`config.mk`:
```
export PLATFORM = sky130hd
export DESIGN_NAME = vc_cache_top
export DESIGN_NICKNAME = d
export VERILOG_FILES = /design/src/rtl/vc_cache_pkg.sv /design/src/rtl/vc_l1_array.sv /design/src/rtl/vc_victim_buf.sv /design/src/rtl/vc_cache_top.sv
export SDC_FILE = /design/constraint.sdc
export NUM_CORES = 1
export LEC_CHECK = 0
export BUFFER_PORTS_ARGS = -buffer_cell sky130_fd_sc_hd__buf_2
export CAP_MARGIN = 30
export CORE_MARGIN = 3
export CORE_UTILIZATION = 60
export CTS_CLUSTER_DIAMETER = 80
export DETAILED_ROUTE_END_ITERATION = 8
export GPL_ROUTABILITY_DRIVEN = 0
export GPL_TIMING_DRIVEN = 1
export PLACE_DENSITY = 0.77
export SYNTH_ARGS = -nofsm -noshare
export SYNTH_HDL_FRONTEND = slang
export SYNTH_SLANG_ARGS = --single-unit
```
`constraint.sdc`:
```
create_clock -name clk_i -period 7.15 [get_ports clk_i]
set_input_delay 1.43 -clock clk_i [delete_from_list [all_inputs] [get_ports clk_i]]
set_output_delay 1.43 -clock clk_i [all_outputs]
set_load 0.01 [all_outputs]
```
`src/rtl/vc_cache_pkg.sv`:
```
package vc_cache_pkg;
  typedef enum logic [1:0] {
    ST_IDLE  = 2'd0,
    ST_SWAP  = 2'd1,
    ST_FETCH = 2'd2
  } ctl_state_e;
endpackage

```
`src/rtl/vc_l1_array.sv`:
```
module vc_l1_array #(
  parameter int ADDR_W = 12,
  parameter int IDX_W  = 3,
  parameter int DATA_W = 32
) (
  input  logic              clk_i,
  input  logic              rst_ni,
  input  logic [ADDR_W-1:0] look_addr_i,
  output logic              hit_o,
  output logic              old_valid_o,
  output logic [ADDR_W-1:0] old_addr_o,
  output logic [DATA_W-1:0] old_data_o,
  input  logic              wr_en_i,
  input  logic [DATA_W-1:0] wr_data_i
);
  localparam int TAG_W = ADDR_W - IDX_W;
  localparam int LINES = 1 << IDX_W;

  logic [LINES-1:0] valid_q;
  logic [TAG_W-1:0] tag_q  [LINES];
  logic [DATA_W-1:0] data_q [LINES];

  logic [IDX_W-1:0] idx;
  logic [TAG_W-1:0] tag;
  assign idx = look_addr_i[IDX_W-1:0];
  assign tag = look_addr_i[ADDR_W-1:IDX_W];

  assign old_valid_o = valid_q[idx];
  assign old_addr_o  = {tag_q[idx], idx};
  assign old_data_o  = data_q[idx];
  assign hit_o       = valid_q[idx] && (tag_q[idx] == tag);

  // writes always target the line indexed by the lookup address
  always_ff @(posedge clk_i or negedge rst_ni) begin
    if (!rst_ni) valid_q <= '0;
    else if (wr_en_i) valid_q[idx] <= 1'b1;
  end

  always_ff @(posedge clk_i) begin
    if (wr_en_i) begin
      tag_q[idx]  <= tag;
      data_q[idx] <= wr_data_i;
    end
  end


  installed_chk: assert property (@(posedge clk_i) disable iff (!rst_ni)
    wr_en_i && $stable(look_addr_i) |=> hit_o);
endmodule

```
`src/rtl/vc_victim_buf.sv`:
```
module vc_victim_buf #(
  parameter int ADDR_W = 12,
  parameter int DATA_W = 32,
  parameter int DEPTH  = 4
) (
  input  logic              clk_i,
  input  logic              rst_ni,
  input  logic [ADDR_W-1:0] look_addr_i,
  output logic              hit_o,
  output logic [DATA_W-1:0] hit_data_o,
  input  logic              swap_en_i,
  input  logic              swap_valid_i,
  input  logic [ADDR_W-1:0] swap_addr_i,
  input  logic [DATA_W-1:0] swap_data_i,
  input  logic              ins_en_i,
  input  logic [ADDR_W-1:0] ins_addr_i,
  input  logic [DATA_W-1:0] ins_data_i,
  output logic              vict_valid_o,
  output logic [ADDR_W-1:0] vict_addr_o,
  output logic [DATA_W-1:0] vict_data_o
);
  localparam int PTR_W = (DEPTH > 1) ? $clog2(DEPTH) : 1;

  logic [DEPTH-1:0]  valid_q;
  logic [ADDR_W-1:0] addr_q [DEPTH];
  logic [DATA_W-1:0] data_q [DEPTH];
  logic [PTR_W-1:0]  ptr_q;

  logic [DEPTH-1:0] match;
  logic [PTR_W-1:0] hit_idx, free_idx, sel_idx;
  logic             any_free;

  for (genvar g = 0; g < DEPTH; g++) begin : g_cmp
    assign match[g] = valid_q[g] && (addr_q[g] == look_addr_i);
  end

  always_comb begin
    hit_idx  = '0;
    free_idx = '0;
    any_free = 1'b0;
    for (int i = DEPTH - 1; i >= 0; i--) begin
      if (match[i])    hit_idx  = PTR_W'(i);
      if (!valid_q[i]) begin
        free_idx = PTR_W'(i);
        any_free = 1'b1;
      end
    end
  end

  assign hit_o        = |match;
  assign hit_data_o   = data_q[hit_idx];
  assign sel_idx      = any_free ? free_idx : ptr_q;
  assign vict_valid_o = valid_q[sel_idx];
  assign vict_addr_o  = addr_q[sel_idx];
  assign vict_data_o  = data_q[sel_idx];

  always_ff @(posedge clk_i or negedge rst_ni) begin
    if (!rst_ni) begin
      valid_q <= '0;
      ptr_q   <= '0;
    end else if (swap_en_i) begin
      valid_q[hit_idx] <= swap_valid_i;
    end else if (ins_en_i) begin
      valid_q[sel_idx] <= 1'b1;
      if (!any_free) ptr_q <= (ptr_q == PTR_W'(DEPTH - 1)) ? '0 : ptr_q + 1'b1;
    end
  end

  always_ff @(posedge clk_i) begin
    if (swap_en_i) begin
      addr_q[hit_idx] <= swap_addr_i;
      data_q[hit_idx] <= swap_data_i;
    end else if (ins_en_i) begin
      addr_q[sel_idx] <= ins_addr_i;
      data_q[sel_idx] <= ins_data_i;
    end
  end


  single_match_chk: assert property (@(posedge clk_i) disable iff (!rst_ni)
    $onehot0(match));


  fill_grow_chk: assert property (@(posedge clk_i) disable iff (!rst_ni)
    ins_en_i && !swap_en_i && !vict_valid_o |=>
      $countones(valid_q) == $past($countones(valid_q)) + 1);
endmodule

```
`src/rtl/vc_cache_top.sv`:
```
module vc_cache_top
  import vc_cache_pkg::*;
#(
  parameter int ADDR_W   = 12,
  parameter int IDX_W    = 3,
  parameter int DATA_W   = 32,
  parameter int VB_DEPTH = 4
) (
  input  logic              clk_i,
  input  logic              rst_ni,
  input  logic              req_valid_i,
  input  logic [ADDR_W-1:0] req_addr_i,
  output logic              req_ready_o,
  output logic              resp_valid_o,
  output logic [DATA_W-1:0] resp_data_o,
  output logic              mem_req_valid_o,
  output logic [ADDR_W-1:0] mem_req_addr_o,
  input  logic              mem_resp_valid_i,
  input  logic [DATA_W-1:0] mem_resp_data_i,
  output logic              evict_valid_o,
  output logic [ADDR_W-1:0] evict_addr_o,
  output logic [DATA_W-1:0] evict_data_o
);
  ctl_state_e        state_q;
  logic [ADDR_W-1:0] cur_addr_q, look_addr;
  logic              accept;

  logic              l1_hit, l1_old_valid, l1_wr_en;
  logic [ADDR_W-1:0] l1_old_addr;
  logic [DATA_W-1:0] l1_old_data, l1_wr_data;

  logic              vb_hit, vb_swap_en, vb_ins_en, vb_vict_valid;
  logic [DATA_W-1:0] vb_hit_data, vb_vict_data;
  logic [ADDR_W-1:0] vb_vict_addr;

  assign req_ready_o     = (state_q == ST_IDLE);
  assign accept          = req_valid_i && req_ready_o;
  assign look_addr       = (state_q == ST_IDLE) ? req_addr_i : cur_addr_q;
  assign mem_req_valid_o = (state_q == ST_FETCH);
  assign mem_req_addr_o  = cur_addr_q;

  vc_l1_array #(.ADDR_W(ADDR_W), .IDX_W(IDX_W), .DATA_W(DATA_W)) u_l1 (
    .clk_i, .rst_ni,
    .look_addr_i (look_addr),
    .hit_o       (l1_hit),
    .old_valid_o (l1_old_valid),
    .old_addr_o  (l1_old_addr),
    .old_data_o  (l1_old_data),
    .wr_en_i     (l1_wr_en),
    .wr_data_i   (l1_wr_data)
  );

  vc_victim_buf #(.ADDR_W(ADDR_W), .DATA_W(DATA_W), .DEPTH(VB_DEPTH)) u_vb (
    .clk_i, .rst_ni,
    .look_addr_i  (look_addr),
    .hit_o        (vb_hit),
    .hit_data_o   (vb_hit_data),
    .swap_en_i    (vb_swap_en),
    .swap_valid_i (l1_old_valid),
    .swap_addr_i  (l1_old_addr),
    .swap_data_i  (l1_old_data),
    .ins_en_i     (vb_ins_en),
    .ins_addr_i   (l1_old_addr),
    .ins_data_i   (l1_old_data),
    .vict_valid_o (vb_vict_valid),
    .vict_addr_o  (vb_vict_addr),
    .vict_data_o  (vb_vict_data)
  );

  always_comb begin
    l1_wr_en   = 1'b0;
    l1_wr_data = vb_hit_data;
    vb_swap_en = 1'b0;
    vb_ins_en  = 1'b0;
    if (state_q == ST_SWAP) begin
      l1_wr_en   = 1'b1;
      vb_swap_en = 1'b1;
    end else if (state_q == ST_FETCH && mem_resp_valid_i) begin
      l1_wr_en   = 1'b1;
      l1_wr_data = mem_resp_data_i;
      vb_ins_en  = l1_old_valid;   // empty displaced line is not parked
    end
  end

  always_ff @(posedge clk_i or negedge rst_ni) begin
    if (!rst_ni) begin
      state_q       <= ST_IDLE;
      cur_addr_q    <= '0;
      resp_valid_o  <= 1'b0;
      resp_data_o   <= '0;
      evict_valid_o <= 1'b0;
      evict_addr_o  <= '0;
      evict_data_o  <= '0;
    end else begin
      resp_valid_o  <= 1'b0;
      evict_valid_o <= 1'b0;
      unique case (state_q)
        ST_IDLE: if (accept) begin
          cur_addr_q <= req_addr_i;
          if (l1_hit) begin
            resp_valid_o <= 1'b1;
            resp_data_o  <= l1_old_data;
          end else if (vb_hit) begin
            state_q <= ST_SWAP;
          end else begin
            state_q <= ST_FETCH;
          end
        end
        ST_SWAP: begin
          resp_valid_o <= 1'b1;
          resp_data_o  <= vb_hit_data;
          state_q      <= ST_IDLE;
        end
        ST_FETCH: if (mem_resp_valid_i) begin
          resp_valid_o  <= 1'b1;
          resp_data_o   <= mem_resp_data_i;
          evict_valid_o <= vb_ins_en && vb_vict_valid;
          evict_addr_o  <= vb_vict_addr;
          evict_data_o  <= vb_vict_data;
          state_q       <= ST_IDLE;
        end
        default: state_q <= ST_IDLE;
      endcase
    end
  end


  l1_hit_lat_chk: assert property (@(posedge clk_i) disable iff (!rst_ni)
    accept && l1_hit |=> resp_valid_o && !mem_req_valid_o);


  busy_ready_chk: assert property (@(posedge clk_i) disable iff (!rst_ni)
    mem_req_valid_o |-> !req_ready_o);


  mem_hold_chk: assert property (@(posedge clk_i) disable iff (!rst_ni)
    mem_req_valid_o && !mem_resp_valid_i |=> mem_req_valid_o && $stable(mem_req_addr_o));


  evict_with_resp_chk: assert property (@(posedge clk_i) disable iff (!rst_ni)
    evict_valid_o |-> resp_valid_o);
endmodule

```
Word-level counts from Yosys, hierarchy flattened. Memory sizes are Yosys's and may differ from the RTL's. A register that Yosys moved wholly into a read port is not among the register bits. Cells that the tools add are included.

Output and inout bits: 92. Register bits: 62. Memories kept: 4. Logic and storage cells: 122. Memory bits (writable): 504.

Reductions and logical operators: 24. Bitwise operators: 4. Eq/ne operators: 12. Add/subtract/negate cells: 1. Magnitude comparators: 6. Muxes and demuxes: 63.

Memories: u_l1.data_q (words 8, bits a word 32, rd ports 1, clocked after memory_dff 0, write ports 1, RTL line vc_l1_array.sv:21) `logic [DATA_W-1:0] data_q [LINES];`; u_vb.data_q (words 4, bits a word 32, rd ports 2, clocked after memory_dff 1, write ports 1, RTL line vc_victim_buf.sv:26) `logic [DATA_W-1:0] data_q [DEPTH];`; u_l1.tag_q (words 8, bits a word 9, rd ports 1, clocked after memory_dff 0, write ports 1, RTL line vc_l1_array.sv:20) `logic [TAG_W-1:0] tag_q [LINES];`; u_vb.addr_q (words 4, bits a word 12, rd ports 5, clocked after memory_dff 1, write ports 1, RTL line vc_victim_buf.sv:25) `logic [ADDR_W-1:0] addr_q [DEPTH];`.

Operators with widths (count): two-way mux 32 bit (6); one-hot mux 32 bit (3 select lines) (1); == test 12 bit (4); two-way mux 2 bit (16); OR reduction 32 bit (1); two-way mux 1 bit (28); two-way mux 12 bit (2); OR reduction 12 bit (1); logical AND 1 bit (11); == test 9 bit (1); two-way mux 4 bit (2); bitwise OR 8 bit (1); less-than comparator 2 x 3 -> 1 bit (second input constant) (2); inequality test 2 x 1 -> 1 bit (second input constant) (3); AND reduction 3 bit (2); bitwise mux 4 bit (1); demux 1 bit (select 2 bit) (2); == test 2 bit (second input constant) (2); greater-or-equal comparator 2 x 1 -> 1 bit (second input constant) (2); less-than comparator 3 x 4 -> 1 bit (second input constant) (1); bitwise OR 4 bit (1); one-hot mux 2 bit (2 select lines) (1); AND reduction 2 bit (2); AND reduction 4 bit (1); other kinds (14) (16).

Depth between registers and ports, before layout. Gate-level depths: netlist (run 1).

Depth after elaboration: 14. Depth in mapped cells: 16. Mapped depth without buffers: 11.

Cells and area by module. A second synthesis (run 1) with hierarchy kept.

Cells, all modules: 1791. Area total of the unflattened synthesis: 26802.0 µm².

Modules (own cells, without submodules): vc_l1_array (area an instance 13086.3 µm², times used 1, cells an instance 741); vc_victim_buf (area an instance 8908.5 µm², times used 1, cells an instance 674); vc_cache_top (area an instance 4807.1 µm², times used 1, cells an instance 376).

Least setup slack after synthesis (run 1). Ideal clock, no wire load.

Path type: input port to flip-flop. Start point: in req_addr_i[0]. End point: mem u_vb.addr_q[0][0], enable pin. Setup time: 450 ps. Arrival time: 5293 ps. Required time: 6700 ps. Path buffers: 4. Path slack: 1407 ps. Cell stages on the path: 12. Path through: mux2i_1 -> buf_2 -> buf_2 -> xnor2_1 -> nor3_1 -> and4_1 -> buf_2 -> buf_1 -> nor2_1 -> nand2_1 -> a22oi_1 -> nor2b_1.

Longest elaborated chain between the ends: 10. Elaborated cells on any way between the ends: 23. Classes of those cells: eq/ne (4); mux (14); reduce/logical (5).

RTL lines: from (decl) (RTL line vc_cache_top.sv:12) `input logic [ADDR_W-1:0] req_addr_i,`; two-way mux 12 bit * (RTL line vc_cache_top.sv:38) `assign look_addr = (state_q == ST_IDLE) ? req_addr_i : cur_addr_q;`; binary-select mux 1 bit (select 3 bit) (RTL line vc_l1_array.sv:28) `assign old_valid_o = valid_q[idx];`; two-way mux 1 bit (not written as such) (RTL line vc_l1_array.sv:28); two-way mux 1 bit (RTL line vc_cache_top.sv:78) `end else if (state_q == ST_FETCH && mem_resp_valid_i) begin`; two-way mux 1 bit (RTL line vc_cache_top.sv:75) `if (state_q == ST_SWAP) begin`; two-way mux 1 bit (RTL line vc_victim_buf.sv:73) `end else if (ins_en_i) begin`; two-way mux 1 bit (RTL line vc_victim_buf.sv:70) `if (swap_en_i) begin`; two-way mux 1 bit (not written as such) (RTL line vc_victim_buf.sv:74) `addr_q[sel_idx] <= ins_addr_i;`; OR reduction 12 bit (no source line); two-way mux 2 bit (no source line) or two-way mux 1 bit (tied branches); to (decl) (RTL line vc_victim_buf.sv:25).

Every way passes the cells marked *; elsewhere a longest branch is shown, timed or not. The select of a mux whose other input is x is not followed.

Worst setup path in the final report (run 1).
Start point: reg state_q[0]. End point: mem u_l1.data_q[1][14] (data pin).

Longest elaborated chain between the ends: 11. Elaborated cells on any way between the ends: 20. Classes of those cells: eq/ne (6); mux (7); reduce/logical (6); memory (1).

RTL lines: from (decl) (RTL line vc_cache_top.sv:24) `ctl_state_e state_q;`; from (signal assigned) (RTL line vc_cache_top.sv:87) `state_q <= ST_IDLE;`; from (signal assigned) (RTL line vc_cache_top.sv:104) `state_q <= ST_SWAP;`; from (signal assigned) (RTL line vc_cache_top.sv:106) `state_q <= ST_FETCH;`; logical NOT 2 bit (RTL line vc_cache_top.sv:38); two-way mux 12 bit (RTL line vc_cache_top.sv:38); == test 12 bit (RTL line vc_victim_buf.sv:34) `assign match[g] = valid_q[g] && (addr_q[g] == look_addr_i);`; logical AND 1 bit (RTL line vc_victim_buf.sv:34); two-way mux 2 bit (4 in a row) (RTL line vc_victim_buf.sv:42) `if (match[i]) hit_idx = PTR_W'(i);`; memory (4 x 32 bit); two-way mux 32 bit (RTL line vc_cache_top.sv:78); two-way mux 32 bit * (RTL line vc_cache_top.sv:75); net l1_wr_data[14] (RTL line vc_cache_top.sv:30) `logic [DATA_W-1:0] l1_old_data, l1_wr_data;`; to (decl) (RTL line vc_l1_array.sv:21).

Mark *: on every way through the listed nets, which the timed path passes. The rest lies on a longest branch.

==> results of run 1 <==
[stage by stage]
step / setup slack (ns) / total power [mW] / cells / hold WS, ns / utilization, %
final: 1.50 / 13.9 / 2661 / 0.489 / 69.1
after global routing: 1.31 / 14.5 / 2660 / 0.515 / 69.1
after CTS: 1.72 / 13.8 / 2658 / 0.487 / 69.0
after detailed placement: 1.57 / 10.9 / 2549 / 0.469 / 64.9
after global placement: 1.64 / 10.7 / 2545 / 0.452 / 64.8
after floorplan: 1.41 / 8.90 / 1904 / 0.438 / -
[logic make-up (layout without fill, tap and decap cells)]
| group | Yosys count | after routing | synth area share (%) |
|---|---|---|---|
| AO/OA/AOI/OAI | 422 | 422 | 11.0 |
| flip-flops | 610 | 610 | 66.2 |
| XOR/XNOR | 51 | 51 | 1.66 |
| adder cells (fa/ha/maj) | 5 | 5 | 0.233 |
| other | 0 | 2 | 0 |
| AND/OR/NAND/NOR | 448 | 448 | 7.71 |
| buffers and inverters | 151 | 321 | 2.43 |
| multiplexers | 217 | 217 | 10.8 |
[cell usage in the layout, fill, tap and decap left out, types with 6 or more instances in the layout]
| master | netlist | final |
|---|---|---|
| a221o_1 | 20 | 20 |
| o21ai_0 | 81 | 81 |
| inv_1 | 24 | 24 |
| a21boi_0 | 33 | 32 |
| mux2i_1 | 75 | 73 |
| dfrtp_1 | 106 | 105 |
| buf_12 | 0 | 6 |
| or3_1 | 6 | 6 |
| o2bb2ai_1 | 13 | 13 |
| nand3_1 | 37 | 37 |
| a31oi_1 | 65 | 65 |
| mux2_2 | 91 | 91 |
| edfxtp_1 | 504 | 504 |
| a211oi_1 | 6 | 6 |
| clkinv_2 | 0 | 10 |
| a22oi_1 | 7 | 7 |
| a22oi_2 | 30 | 30 |
| buf_2 | 25 | 139 |
| nor2_4 | 0 | 12 |
| a21o_1 | 36 | 36 |
| o22ai_1 | 17 | 17 |
| nor3_1 | 44 | 44 |
| clkinv_1 | 2 | 19 |
| mux4_2 | 44 | 44 |
| mux2i_4 | 6 | 7 |
| and2_1 | 7 | 6 |
| clkbuf_1 | 82 | 13 |
| clkbuf_16 | 0 | 58 |
| buf_4 | 4 | 39 |
| xnor2_1 | 51 | 50 |
| nand4_1 | 10 | 10 |
| a21oi_1 | 79 | 79 |
| nand2_1 | 215 | 214 |
| or2_2 | 11 | 11 |
| nor4_1 | 19 | 19 |
| nor2_1 | 66 | 53 |
[report_power, final]
| part | leakage (nW) | switching (mW) | internal, mW |
|---|---|---|---|
| logic | 3.83 | 3.59 | 2.02 |
| registers | 5.81 | 0.412 | 4.99 |
| clock network | 0.876 | 1.30 | 1.63 |
[per-layer routing]
layer | track usage (%) | vias to the layer above
li1 | - | 7587
met1 | 44.4 | 9069
met2 | 49.8 | 1425
met3 | 8.72 | 223
met4 | 12.8 | 0
met5 | 0 | -
[final timing paths]
| path | from | end | slack, ns | cells past startpoint |
|---|---|---|---|---|
| setup / recovery | state_q[0] | u_l1.data_q[1][14] | 1.50 | 11 |
| hold / removal | u_l1.valid_q[0] | u_l1.valid_q[0] | 0.49 | 1 |
| setup reg to reg | state_q[0] | u_l1.data_q[1][14] | 1.50 | 11 |
| hold reg to reg | u_l1.valid_q[0] | u_l1.valid_q[0] | 0.49 | 1 |
| max in group asynchronous | rst_ni | resp_data_o[21] | 5.03 | 2 |
| min in group asynchronous | rst_ni | evict_addr_o[7] | 0.93 | 1 |
[synth_stat cells, types with 5 or more instances]
cell,n,share of area [%]
nand2_1,215,3.0
dfrtp_1,106,9.9
xnor2_1,51,1.7
nor2b_1,6,0.14
edfxtp_1,504,56
mux2i_1,75,2.8
mux2_2,91,3.8
or3_1,6,0.14
nor3_1,44,0.82
o21ai_0,81,1.5
nor2_1,66,0.92
nand3_1,37,0.69
or2_2,11,0.26
ha_1,5,0.23
nand4_1,10,0.23
a21oi_1,79,1.5
a211oi_1,6,0.17
clkbuf_1,82,1.1
a21boi_0,33,0.92
nor4_1,19,0.44
buf_2,25,0.47
a31oi_1,65,1.5
o22ai_1,17,0.40
mux4_2,44,3.7
a22oi_2,30,1.4
a221o_1,20,0.74
a21o_1,36,1.0
buf_1,7,0.098
inv_1,24,0.34
and2_1,7,0.16
mux2i_4,6,0.50
a22oi_1,7,0.20
o2bb2ai_1,13,0.42
[registers in the layout, summed over array words and instances, names as in the netlist]
name / flops
evict_data_o: 32
evict_valid_o: 1
u_l1.valid_q: 8
resp_valid_o: 1
u_l1.tag_q: 72
u_l1.data_q: 256
u_vb.data_q: 128
mem_req_addr_o: 12
u_vb.valid_q: 4
u_vb.addr_q: 48
evict_addr_o: 12
state_q: 2
u_vb.ptr_q: 2
resp_data_o: 32
[layout make-up]
class	instances	area (um2)
Fill cell	2838	13500
Sequential cell	610	17800
Clock inverter	35	253
Clock buffer	74	1540
Tap cell	585	732
Inverter	28	105
Antenna cell	2	5.00
Multi-Input combinational cell	1143	8610
Timing Repair Buffer	184	1110
==> impl_results.md, run 1 <==
* Status: finished clean
* Total congestion overflow after global routing at 0
* Total clock buffers created by CTS at just under 60
* Largest net degree at the start of global routing at between 60 and 70
* Floorplan die height at 218 um
* Peak fanout along the critical path at 27
* Detail Placement HPWL at roughly 46 mm
* Number of global-route vias before repair at roughly 18k
* Cell type group with the largest total delay on the critical path: simple AND/OR/NAND/NOR gates
* # IOs at 140
* Width of the chip at roughly 220 um
* Average routed wire per standard cell at between 20 and 30 um
* Most common cell on crit path: buf_4
* Total Nets Final at slightly above 2k
* Worst-case vdd ir drop at 0.351 mV
* Static Leak at around 11 nW
* Clock latency on the worst-skew pair at approximately 0.63 ns
* Length of routed met3 wiring at ~10 mm
* Share of the yosys chip area belonging to registers at 66.2%
* Antenna violation net count after detailed routing at 0
* Chain of cells forming the critical path: inv_1, ha_2, buf_4, mux2i_1, xnor2_1, or4_1, nor2_2, buf_4, nand3_1, a21o_1, a31oi_1
* Average cell area after synthesis at ~14 um2
* Max-slew headroom at 32.7%
* Detailed router's first-iteration violation count at ~2.6k
* Number of enable flip-flop cells after synthesis at between 500 and 600
* Largest stage delay, worst path at 0.79 ns
* Number of instances in the synthesized netlist at around 1.9k
* Final Skew at 0.0243 ns
* Main flop type after synthesis: edfxtp_1
* Signed area change from the synthesized netlist to the final layout at 12.1%
* Class of the tightest hold or removal check: flip-flop to flip-flop
* Critical path class: flip-flop to flip-flop
* Share of layout cells above drive strength 1 at a little under a quarter
* Setup Total Neg Slack at 0 ns
* Synth unique cells at 70
* Buffer type at the clock tree root: clkbuf_16
* Aggregate global-route resource usage at between 30 and 40%
* Max-capacitance violation count at 0
* Post CTS Setup Buffer Count at 0
* Total number of vias at around 18k
* Row count at between 70 and 80
* Number of slew-limit violations in the final report at 0
* Post-detailed-routing wire length at 76.3 mm
* Clock Path Buffers at 3
* Final Cycle Share at about four fifths
* Data arrival time at the worst-slack endpoint at 5.99 ns
* Clock tree from TritonCTS: yes
* Sinks on the clock net at ~600
* Die area at approximately 47000 um2
* Count of synthesis-stage warnings from yosys at 0
* Global-route wire length before repair at ~110 mm
* Starting utilization of the core area at approximately three fifths
* Synthesized net count at 1957
* Top metal layer carrying routed signals: met4
* Worst-Margin Slew at a little over 1 ns
* Placed cell area at ~28000 um2
* Final setup violation count at 0
* Quantity of gates resized following cts at 0
* Required time reported for the critical path endpoint at roughly 7.5 ns
* Post-route minimum period at 5.65 ns
* Finished Cell Area at roughly 30000 um2
* Hold violation total from the final report at 0
* Initial DRT Pass Iterations at 8
* Total standard cell area after synthesis at 26900 um2
* Number of port buffers at roughly 140
* Cell with the largest stage delay on the worst path: nor2_2
* Fraction of registers with async set/reset at between 10% and 20%
* Via count normalized by instance count at between 6 and 7
* Maximum level of the CTS H-tree at 2
* Wire length on met2 at about 35 mm
* Startpoint types: flip-flop
* FF+latch count, synth at around 600
* Number of antenna violations at the first check in global routing at 4
* Routed length on met1 at 28.0 mm
* Number of remaining DRC errors at 0
* Ratio of total power to cell area at about 460 nW/um2
* CORE AREA at between 40000 and 50000 um2
* Unrepaired setup endpoints after global routing: false
* Sort of element at the end of the critical path: flip-flop
* Max Clock Freq at 0.177 GHz
* Number of buffer and inverter stages on the critical path at 3
* Reg clk slew, reported paths at around 0.060 ns
* Total of hold buffers inserted after clock tree synthesis at 0
No activity file was read; power rests on OpenSTA's default activity.
==> run 2, diff against run 1 <==
--- a/config.mk
+++ b/config.mk
@@ -5,6 +5,7 @@
 export SDC_FILE = /design/constraint.sdc
 export NUM_CORES = 1
 export LEC_CHECK = 0
+export ABC_AREA = 1
 export BUFFER_PORTS_ARGS = -buffer_cell sky130_fd_sc_hd__buf_2
 export CAP_MARGIN = 30
 export CORE_MARGIN = 3
==> constraint.sdc (replaced) <==
create_clock -name clk_i -period 5.6 [get_ports clk_i]
set_input_delay 1.12 -clock clk_i [delete_from_list [all_inputs] [get_ports clk_i]]
set_output_delay 1.12 -clock clk_i [all_outputs]
set_load 0.01 [all_outputs]
==> run 2 against run 1 <==
Worst hold slack got worse by 0.024 ns; synthesized cell count grew 41%; fmax rose by 23%; sequential cell count stayed put; register-to-register slack got worse by 0.48 ns; critical endpoint is now u_l1.data_q[5][22]; largest cell class unchanged; largest power group unchanged.
==> impl_results.md, run 2 <==
* Status: finished clean
* Worst-Margin Slew at 1.07 ns (+0.0561 ns)
* Starting utilization of the core area at 61.3% (-0.27 points)
* Clock tree from TritonCTS: yes
* Final antenna diode count at 0 (-2)
* Sort of element at the end of the critical path: flip-flop
* Count of synthesis-stage warnings from yosys at 0 (unchanged)
* Largest registers: u_l1.data_q x256, u_vb.data_q x128, u_l1.tag_q x72
* Register with the most flip-flops: u_l1.data_q
* CORE AREA at 44600 um2 (+2.2%)
* Max-slew headroom at 28.9% (-3.8 points)
* Global-route wire length before repair at 115 mm (+1.7%)
* Largest register FFs at 256 (unchanged)
* Fraction of registers with async set/reset at 17.4% (unchanged)
* Worst Hold Launch: u_l1.valid_q[4]
* Cell depth of the worst min-delay path at 2 (+1)
* Unrepaired setup endpoints after global routing: false
* Startpoint types: flip-flop
* Final Cycle Share at 81.8% (+2.8 points)
* Final setup violation count at 0 (unchanged)
* Overall power after layout at 18.3 mW (+31%)
* Dominant cell by count in the synthesized netlist: nand2_1
* Share of the yosys chip area belonging to registers at 65.0% (-1.1 points)
* Switching portion of total power at 41.3% (+3.3 points)
* Worst-case vdd ir drop at 0.373 mV (+6.2%)
* Number of enable flip-flop cells after synthesis at 504 (unchanged)
* Mux contribution to synthesized area at 0.343% (-11 points)
* Width of the chip at 220 um (+0.85%)
* Clock latency on the worst-skew pair at 0.64 ns (about the same)
* Portion of synthesized cell area occupied by the leading cell type at 55.3% (-0.97 points)
* Total clock buffers created by CTS at 59 (+1.7%)
* Static Leak at 12.4 nW (+18%)
* Finished Cell Area at 30600 um2 (+1.5%)
* Internal reg-to-reg setup slack at 1.02 ns (-0.48 ns)
* Ratio of total power to cell area at 598 nW/um2 (+29%)
* Top cells by area in the synthesized netlist: edfxtp_1 (55%), nand2_1 (12%), dfrtp_1 (9.7%)
* Die area at 48200 um2 (+1.7%)
* Required time reported for the critical path endpoint at 5.93 ns (-1.56 ns)
* Total Nets Final at 2841 (+37%)
* Met3 global-route usage at 7.78% (-0.95 points)
* Dominant combinational cell family by area after synthesis: simple AND/OR/NAND/NOR gates
* Part of the total power dissipated in sequential elements at 38.1% (-0.6 points)
* Fraction of met2 tracks used by global routing at 47.7% (-2.1 points)
* Critical path class: flip-flop to flip-flop
* Total standard cell area after synthesis at 27400 um2 (+1.7%)
* Number of instances in the synthesized netlist at 2679 (+41%)
* Share of layout cells above drive strength 1 at 13.3% (-9.7 points)
* Signed area change from the synthesized netlist to the final layout at 11.9%
* Peak fanout along the critical path at 52 (+93%)
* Placed cell area at 28600 um2 (+1.1%)
* Worst R2R End: u_l1.data_q[5][22]
* Most instantiated cells after synthesis: nand2_1 (847), edfxtp_1 (504), nor2_1 (250)
* FF+latch count, synth at 610 (unchanged)
* Endpoint with the worst hold slack: u_l1.valid_q[4]
* Detail Placement HPWL at 48.5 mm (+5.8%)
* FILL cells at 3139 (+11%)
* Initial DRT Pass Iterations at 7 (-1)
* Post-detailed-routing wire length at 76.8 mm (+0.70%)
* Number of global-route vias before repair at 20.2k (+12%)
* Total number of vias at 21.1k (+15%)
* Fraction of met1 tracks used by global routing at 44.8% (+0.42 points)
* Sinks on the clock net at 610 (unchanged)
* Number of antenna violations at the first check in global routing at 0 (-4)
* Number of port buffers at 139 (unchanged)
* Reg clk slew, reported paths at 0.06 ns (about the same)
* Largest net degree at the start of global routing at 120 (+76%)
* Detailed router's first-iteration violation count at 3012 (+17%)
* Cell internal power dissipation at 10.7 mW (+24%)
* Grt peak-use layer: met2
* Number of remaining DRC errors at 0 (unchanged)
* Post CTS Setup Buffer Count at 0 (unchanged)
* Synthesized net count at 2732 (+40%)
* Clock Path Buffers at 3 (unchanged)
* Average routed wire per standard cell at 22.4 um (-22%)
* Max Clock Freq at 0.218 GHz (+23%)
* Setup Total Neg Slack at 0 ns (unchanged)
* Most common library cell in the layout ignoring fill and taps: nand2_1
* Aggregate global-route resource usage at 31.7% (-0.62 points)
* Main flop type after synthesis: edfxtp_1
* Average cell area after synthesis at 10.2 um2 (-28%)
* Antenna violation net count after detailed routing at 0 (unchanged)
* Final Skew at 0.0318 ns (+0.00753 ns)
* Data arrival time at the worst-slack endpoint at 4.91 ns (-1.08 ns)
* Area fraction in compound gates after synthesis at 7.58% (-3.4 points)
* Class of the tightest hold or removal check: flip-flop to flip-flop
* XOR/XNOR share of the synthesized area at 0% (-1.7 points)
* Relative contribution of the clock network to total power at 21.9% (+0.9 points)
* Max-capacitance violation count at 0 (unchanged)
* Simple-gate portion of the synthesized area at 21.6% (+14 points)
* Post-route minimum period at 4.58 ns (-1.07 ns)
* Quantity of gates resized following cts at 0 (unchanged)
* Total congestion overflow after global routing at 0 (unchanged)
* Startpoint of the worst-slack reg-to-reg timing path: state_q[0]
* Buffer type at the clock tree root: clkbuf_16
* Hold violation total from the final report at 0 (unchanged)
* Highest-count cells in the layout ignoring fill and taps: nand2_1 (847), edfxtp_1 (504), nor2_1 (233)
* Number of slew-limit violations in the final report at 0 (unchanged)
* Via count normalized by instance count at 6.15 (-11%)
* Total of hold buffers inserted after clock tree synthesis at 0 (unchanged)
* Worst R2R Path Depth at 20 (+9)
* Floorplan die height at 220 um (+0.85%)
* Yosys top cell by area: edfxtp_1
* # IOs at 140 (unchanged)
* Switch Pwr at 7.56 mW (+43%)
* Maximum level of the CTS H-tree at 2 (unchanged)
* Synth Area in Adders at 0.229% (-0.0040 points)
* Comb power frac at 40.0% (-0.3 points)
* Row count at 77 (+1.3%)
* Synth unique cells at 45 (-36%)
run 2: power by group through the flow:
stage | logic, mW | registers (mW) | clock network, mW
after global placement | 6.81 | 7.01 | 0
after CTS | 7.09 | 6.95 | 4.03
after detailed placement | 7.06 | 7.04 | 0
after global routing | 7.90 | 7.03 | 4.23
after floorplan | 4.40 | 7.06 | 0
final | 7.31 | 6.97 | 4.00
run 2: worst max path at each step:
stage	start	end	depth (start not counted)
after floorplan	req_addr_i[1]	u_vb.addr_q[1][0]	14
after global placement	req_addr_i[0]	resp_data_o[9]	19
after detailed placement	req_addr_i[0]	resp_data_o[1]	19
after CTS	state_q[0]	u_l1.data_q[3][26]	20
after global routing	state_q[0]	u_l1.data_q[7][24]	20
final	state_q[0]	u_l1.data_q[5][22]	20
run 2: critical path, cell delays in order, from the launching register on:
cell     delay (ns)
dfrtp_1        0.40
inv_1          0.09
ha_1           0.20
buf_4          0.23
inv_4          0.30
nand2_1        0.17
nand2_2        0.42
nand2_1        0.16
nand2_1        0.11
nor2_1         0.04
nand2_1        0.05
nor2_1         0.04
nand2_1        0.15
nand2_4        0.10
inv_2          0.54
nand2_4        0.06
buf_4          0.34
nand3_1        0.17
nand3_1        0.15
mux2i_1        0.30
inv_1          0.21
run 2: through the flow:
stage	cells	hold slack (ns)	setup slack [ns]	util, %
final	3430	0.465	1.02	68.6
after global routing	3430	0.494	0.761	68.6
after CTS	3430	0.466	1.19	68.6
after detailed placement	3319	0.451	1.20	64.2
after global placement	3318	0.441	1.27	64.1
after floorplan	2679	0.427	0.723	-
run 2: area by class of cell:
class,count,area (um2),share of cell area [%]
inverters,196,738,2.41
clock buffers,82,1680,5.47
multi-input cells,1739,8250,26.9
clock inverters,29,297,0.969
flip-flops and latches,610,17800,58.1
repair buffers,182,1120,3.65
well taps,592,741,2.42
run 2: per-layer routing:
metal	wire length (um)	up-vias
li1	-	9361
met1	28900	10000
met2	34500	1513
met3	10700	229
met4	2780	0
met5	0	-
run 2: logic make-up (layout without fill, tap and decap cells):
| kind of cell | Yosys count | count (layout) |
|---|---|---|
| AND/OR/NAND/NOR | 1385 | 1385 |
| flip-flops | 610 | 610 |
| AO/OA/AOI/OAI | 340 | 340 |
| buffers and inverters | 330 | 489 |
| multiplexers | 9 | 9 |
| adder cells (fa/ha/maj) | 5 | 5 |
